## config.mk

```make
export PLATFORM = sky130hd
export DESIGN_NAME = dmport_ctrl
export DESIGN_NICKNAME = d
export VERILOG_FILES = /design/src/rtl/dmp_pkg.sv /design/src/rtl/dmp_regs.sv /design/src/rtl/dmp_pad_mux.sv /design/src/rtl/dmp_bus_seq.sv /design/src/rtl/dmport_ctrl.sv
export SDC_FILE = /design/constraint.sdc
export NUM_CORES = 1
export LEC_CHECK = 0
export ABC_CLOCK_PERIOD_IN_PS = 3040
export BUFFER_PORTS_ARGS = -buffer_cell sky130_fd_sc_hd__buf_2
export CAP_MARGIN = 30
export CELL_PAD_IN_SITES_DETAIL_PLACEMENT = 1
export CELL_PAD_IN_SITES_GLOBAL_PLACEMENT = 1
export CORE_MARGIN = 4
export CORE_UTILIZATION = 36
export DETAILED_ROUTE_END_ITERATION = 6
export PLACE_DENSITY = 0.88
export RECOVER_POWER = 100
export SKIP_CTS_REPAIR_TIMING = 1
export SLEW_MARGIN = 15
export SYNTH_ARGS = -nofsm -noshare
export SYNTH_HDL_FRONTEND = slang
export SYNTH_SLANG_ARGS = --single-unit
```

## constraint.sdc

```tcl
create_clock -name clk -period 3.04 [get_ports clk]
set_input_delay 0.304 -clock clk [delete_from_list [all_inputs] [get_ports clk]]
set_output_delay 0.304 -clock clk [all_outputs]
set_load 0.05 [all_outputs]
```

## src/rtl/dmp_pkg.sv

```systemverilog
package dmp_pkg;
  typedef enum logic {
    SEL_DATA = 1'b0,
    SEL_DIR  = 1'b1
  } dmp_reg_e;
endpackage

```

## src/rtl/dmp_regs.sv

```systemverilog
module dmp_regs #(
  parameter int WIDTH = 16
) (
  input  logic             clk,
  input  logic             rst_n,
  input  logic             bus_mode,
  input  logic             wr_en,
  input  logic             sel,
  input  logic [WIDTH-1:0] wdata,
  input  logic [WIDTH-1:0] pad_in,
  output logic [WIDTH-1:0] rdata,
  output logic [WIDTH-1:0] data_q,
  output logic [WIDTH-1:0] dir_q
);
  import dmp_pkg::*;

  logic             data_en;
  logic             dir_en;
  logic [WIDTH-1:0] dir_d;

  always_comb begin
    data_en = wr_en && (sel == SEL_DATA);
    dir_en  = bus_mode || (wr_en && (sel == SEL_DIR));
    dir_d   = bus_mode ? '0 : wdata;
  end

  always_ff @(posedge clk or negedge rst_n) begin
    if (!rst_n) begin
      data_q <= '0;
      dir_q  <= '0;
    end else begin
      if (data_en) data_q <= wdata;
      if (dir_en)  dir_q  <= dir_d;
    end
  end

  always_comb begin
    if (sel == SEL_DIR) rdata = dir_q;
    else                rdata = (dir_q & data_q) | (~dir_q & pad_in);
  end
endmodule

```

## src/rtl/dmp_pad_mux.sv

```systemverilog
module dmp_pad_mux #(
  parameter int WIDTH = 16
) (
  input  logic             bus_mode,
  input  logic             sel8,
  input  logic             ale,
  input  logic             we,
  input  logic [WIDTH-1:0] addr,
  input  logic [WIDTH-1:0] wdata,
  input  logic [WIDTH-1:0] data_q,
  input  logic [WIDTH-1:0] dir_q,
  output logic [WIDTH-1:0] pad_out,
  output logic [WIDTH-1:0] pad_oe
);
  localparam int HALF = WIDTH / 2;

  logic [WIDTH-1:0] phase_val;
  logic             phase_oe;

  always_comb begin
    phase_val = ale ? addr : wdata;
    phase_oe  = ale || we;
  end

  always_comb begin
    if (!bus_mode) begin
      pad_out = data_q;
      pad_oe  = dir_q;
    end else if (sel8) begin
      pad_out = {addr[WIDTH-1:HALF], phase_val[HALF-1:0]};
      pad_oe  = {{(WIDTH-HALF){1'b1}}, {HALF{phase_oe}}};
    end else begin
      pad_out = phase_val;
      pad_oe  = {WIDTH{phase_oe}};
    end
  end
endmodule

```

## src/rtl/dmp_bus_seq.sv

```systemverilog
module dmp_bus_seq #(
  parameter int WIDTH = 16
) (
  input  logic             clk,
  input  logic             rst_n,
  input  logic             bus_mode,
  input  logic             sel8,
  input  logic             rd_strobe,
  input  logic [WIDTH-1:0] pad_in,
  output logic [WIDTH-1:0] rdata_q
);
  localparam int HALF = WIDTH / 2;

  logic             rd_q;
  logic             cap_en;
  logic [WIDTH-1:0] cap_d;

  always_comb begin
    cap_en = bus_mode && rd_strobe && !rd_q;
    cap_d  = sel8 ? {{(WIDTH-HALF){1'b0}}, pad_in[HALF-1:0]} : pad_in;
  end

  always_ff @(posedge clk or negedge rst_n) begin
    if (!rst_n) begin
      rd_q    <= 1'b0;
      rdata_q <= '0;
    end else begin
      rd_q <= rd_strobe;
      if (cap_en) rdata_q <= cap_d;
    end
  end
endmodule

```

## src/rtl/dmport_ctrl.sv

```systemverilog
module dmport_ctrl #(
  parameter int WIDTH = 16
) (
  input  logic             clk,
  input  logic             rst_n,
  input  logic             mode_bus_i,
  input  logic             test_i,
  input  logic             reg_wr_i,
  input  logic             reg_sel_i,
  input  logic [WIDTH-1:0] reg_wdata_i,
  output logic [WIDTH-1:0] reg_rdata_o,
  input  logic [WIDTH-1:0] bus_addr_i,
  input  logic [WIDTH-1:0] bus_wdata_i,
  input  logic             bus_we_i,
  input  logic             ale_i,
  input  logic             rd_strobe_i,
  input  logic             sel8_i,
  output logic [WIDTH-1:0] bus_rdata_o,
  output logic [WIDTH-1:0] pad_out_o,
  output logic [WIDTH-1:0] pad_oe_o,
  input  logic [WIDTH-1:0] pad_in_i
);
  logic             rst_meta_n;
  logic             rst_sync_n;
  logic             bus_mode;
  logic [WIDTH-1:0] data_q;
  logic [WIDTH-1:0] dir_q;

  always_ff @(posedge clk or negedge rst_n) begin
    if (!rst_n) begin
      rst_meta_n <= 1'b0;
      rst_sync_n <= 1'b0;
    end else begin
      rst_meta_n <= 1'b1;
      rst_sync_n <= rst_meta_n;
    end
  end

  always_comb bus_mode = mode_bus_i || test_i;

  dmp_regs #(.WIDTH(WIDTH)) regs_i (
    .clk(clk), .rst_n(rst_sync_n), .bus_mode(bus_mode),
    .wr_en(reg_wr_i), .sel(reg_sel_i), .wdata(reg_wdata_i),
    .pad_in(pad_in_i), .rdata(reg_rdata_o),
    .data_q(data_q), .dir_q(dir_q)
  );

  dmp_pad_mux #(.WIDTH(WIDTH)) mux_i (
    .bus_mode(bus_mode), .sel8(sel8_i), .ale(ale_i), .we(bus_we_i),
    .addr(bus_addr_i), .wdata(bus_wdata_i),
    .data_q(data_q), .dir_q(dir_q),
    .pad_out(pad_out_o), .pad_oe(pad_oe_o)
  );

  dmp_bus_seq #(.WIDTH(WIDTH)) seq_i (
    .clk(clk), .rst_n(rst_sync_n), .bus_mode(bus_mode), .sel8(sel8_i),
    .rd_strobe(rd_strobe_i), .pad_in(pad_in_i), .rdata_q(bus_rdata_o)
  );
endmodule

```

* Yosys cells after proc, flatten, opt, wreduce, memory -nomap -nowiden *
Cells that the tools add are included.

cells by class
  mux-type cells = 8
  reductions and logical operators = 8
  bitwise operators = 5

operator list
  cell                number
  two-way mux 16 bit  8
  bitwise AND 16 bit  2
  inverter 16 bit     1
  bitwise OR 16 bit   1
  logical AND 1 bit   4
  logical OR 1 bit    3
  logical NOT 1 bit   1
  inverter 1 bit      1

storage, ports and cells
  output and inout bits = 64
  logic and storage cells = 27
  input port bits = 74
  bits in registers = 51

* Logic depth before layout (Yosys ltp) *
  word-level depth = 4
  depth in mapped cells = 5
  gate-level depth less buffers = 3

* By module *
Synthesis repeated with hierarchy kept, for this count alone.

unflattened totals
  cell total of the unflattened synthesis = 305
  area total of the unflattened synthesis = 3022.9 µm²

modules (own cells, without submodules)
  module       sequential area each (µm²)  cells an instance  instances  area an instance (µm²)
  dmp_regs     800.8                       160                1          1695.4
  dmp_bus_seq  425.4                       43                 1          724.4
  dmp_pad_mux  0.0                         98                 1          543.0
  dmport_ctrl  50.0                        4                  1          60.1

* Least setup slack after synthesis *
Ideal clock, no wire load.

  path type = input to output
  start = input ale_i
  end = output pad_out_o[10]
  path slack = 0.798 ns
  arrival time = 1.938 ns
  buffers on the path = 1
  stages on the path = 4
  cells stage by stage = buf_2 nor2_4 mux2i_1 o21ai_0

on the way
  cells in the longest elaborated chain, start to end = 3

ends and longest elaborated chain
  element             line               text
  from (decl)         dmport_ctrl.sv:15  input logic ale_i,
  two-way mux 16 bit  dmp_pad_mux.sv:21  phase_val = ale ? addr : wdata;
  two-way mux 16 bit  dmp_pad_mux.sv:29  end else if (sel8) begin
  two-way mux 16 bit  dmp_pad_mux.sv:26  if (!bus_mode) begin
  to (decl)           dmport_ctrl.sv:19  output logic [WIDTH-1:0] pad_out_o,

No other way between the ends.

* Worst setup path in the final report *
Ends and elaborated chain as after synthesis.

==> flow_metrics.tcl <==
set metrics [dict create \
    setup_viol_count_final 0 \
    ys_ff_latch 51 \
    hp-class "in -> reg" \
    worst-endpoint-required_ns 2.74 \
    ys_types 25 \
    period_share 0.780 \
    start_util 0.373 \
    yosys_warnings 0 \
    io_buffers 137 \
    place_ws_ns 0.756 \
    rsz0062_at_grt "false" \
    ys_seq_area_frac 0.466 \
    cp-end-kind "primary output" \
    timing.slew.headroom 0.145 \
    grt_usage 0.192 \
    rows 31 \
    fin_crit_ns 2.37 \
    overflow 0 \
    drc_errors 0 \
    wl_um 8730 \
    insertion_delay_ns 0.29 \
    vias 2424 \
    tns_ns 0 \
    grt_pass1_vias 2555 \
    syn_nets 322 \
    fin_nets 455 \
    layout_setup_ws_ns 0.670 \
    syn_area_mm2 0.00274 \
    status "complete, no violations" \
    first_iter_violations 94 \
    antenna_found_initial 1 \
    grt_max_degree 45 \
    ys_top_cells_by_area "dfrtp_1 (47%), mux2_2 (9.0%), o21ai_0 (8.6%), mux2i_1 (5.9%), mux2_4 (5.5%)" \
    yosys.area.top_type "dfrtp_1" \
    place_congestion 0.797 \
    crit_fanout 11 \
    avgSynthCellArea_um2 11.0 \
    via_per_inst 5.04 \
    core_mm2 0.00733 \
    clockRootBuffer "clkbuf_8" \
    irDropWorstVdd_uv 203 \
    cts_tree "yes" \
    slew_viol_final 0 \
    powerDensity_mw_per_mm2 528 \
    clock_skew_ns 0.00394 \
    final_layout_size_suffix_gt1_frac 0.325 \
    htreeDepth 2 \
    async_flop_share 1.00 \
    startpoint_type "primary input" \
    maxCapViolations 0 \
    dieArea_mm2 0.00906 \
    grt_pass1_wl_um 13300 \
    place_hpwl_um 6960 \
    die_w_um 95.2 \
    yosysMostFrequentCell "dfrtp_1" \
    syn_to_final_growth_pct 27.2 \
    synth_edf_count 0 \
    synth-main-ff-cell "dfrtp_1" \
    tightest_slew_ns 1.28 \
    wl_per_cell_um 18.2 \
    cts.sinks 51 \
    cts.path.max_buffers 2 \
    io_pins 138 \
    diodes 0 \
    leakage_nw 1.63 \
    criticalPathCategory "in -> out" \
    first_pass_iters 4 \
    numCtsBuffers 5 \
    antenna_left 0 \
    worstPathArrival_ns 2.07 \
    clkTransAtPathRegs_ns 0.09 \
    max_freq_mhz 422 \
    yosys-top-cells-count "dfrtp_1 (51), o21ai_0 (47), mux2_2 (22)" \
    ff2ff_setup_slack_ns 0.91 \
    syn_inst 248 \
    final-hold-violation-count 0 \
    die_h_um 95.2 \
    yosysTopAreaCellShare 0.466 \
]
## routing by layer
metal	global-route usage	part of all wire	vias up
li1	-	-	1156
met1	0.247	0.43	1170
met2	0.328	0.50	82
met3	0.0324	0.051	14
met4	0.0613	0.024	2
met5	0	0.00080	-
## final cells by class
type,instances,area [um2]
Multi-Input combinational cell,180,1310
Sequential cell,51,1280
Fill cell,897,3850
Clock buffer,7,76.3
Timing Repair Buffer,143,689
Clock inverter,1,5.00
Tap cell,99,124
## critical path: stages
cell	delay [ns]
buf_2	0.21
nor2_1	0.71
mux2i_1	0.17
o21ai_0	0.18
clkbuf_1	0.48
## state kept, by name (all words and copies together), names as in the netlist
register,count
seq_i.rd_q,1
regs_i.data_q,16
regs_i.dir_q,16
seq_i.rdata_q,16
rst_meta_n,1
rst_sync_n,1
## per-stage QoR
stage	hold slack, ns	area (um2)	util	cells	power, mW
floorplan	0.00841	2740	-	248	1.32
global placement	0.0897	3470	0.473	469	1.49
detailed placement	0.0927	3490	0.476	470	1.52
CTS	-0.225	3570	0.487	478	1.89
global route	0.140	3480	0.475	481	1.92
finish	0.140	3480	0.475	481	1.84
## cells in the final DEF, fill, tap and decap left out
cell and instances:
nor3_1 1, and3_1 1, clkinv_2 1, dlygate4sd3_1 1
nor3b_1 1, nor2_4 1, mux2i_1 16, conb_1 1
clkbuf_8 5, mux2_4 1, buf_2 91, a22o_1 16
mux2_1 9, or3_1 1, a21o_1 8, o21ai_0 47
nor2_1 3, dfrtp_1 51, clkbuf_1 51, a21oi_4 1
nand2_1 18, nor2b_1 9, buf_12 2, o21a_1 8
nand2b_1 15, mux2_2 22, or2_1 1
## power by group
part	switching [mW]	internal, mW
clock	0.214	0.162
sequential	0.0617	0.750
combinational	0.476	0.175
total	0.752	1.09
## logic make-up (layout without fill, tap and decap cells)
| logic type | after synthesis | after routing | share of synthesized area |
|---|---|---|---|
| compound gates | 80 | 80 | 0.187 |
| flops | 51 | 51 | 0.466 |
| simple gates | 51 | 51 | 0.106 |
| mux | 48 | 48 | 0.204 |
| buf+inv | 17 | 151 | 0.0356 |
| other cells | 1 | 1 | 0.00137 |
## worst paths after layout
path,startpoint,end,cells after the start
min in group asynchronous,rst_n,rst_sync_n$_DFF_PN0_,2
worst max register to register,seq_i.rd_q$_DFF_PN0_,seq_i.rdata_q[0]$_DFFE_PN0P_,3
worst min register to register,rst_meta_n$_DFF_PN0_,rst_sync_n$_DFF_PN0_,0
worst min-delay path,rd_strobe_i,seq_i.rd_q$_DFF_PN0_,1
worst max-delay path,ale_i,pad_out_o[10],5
max in group asynchronous,rst_sync_n$_DFF_PN0_,seq_i.rdata_q[12]$_DFFE_PN0P_,1
Power figures use the tool's default switching activity.
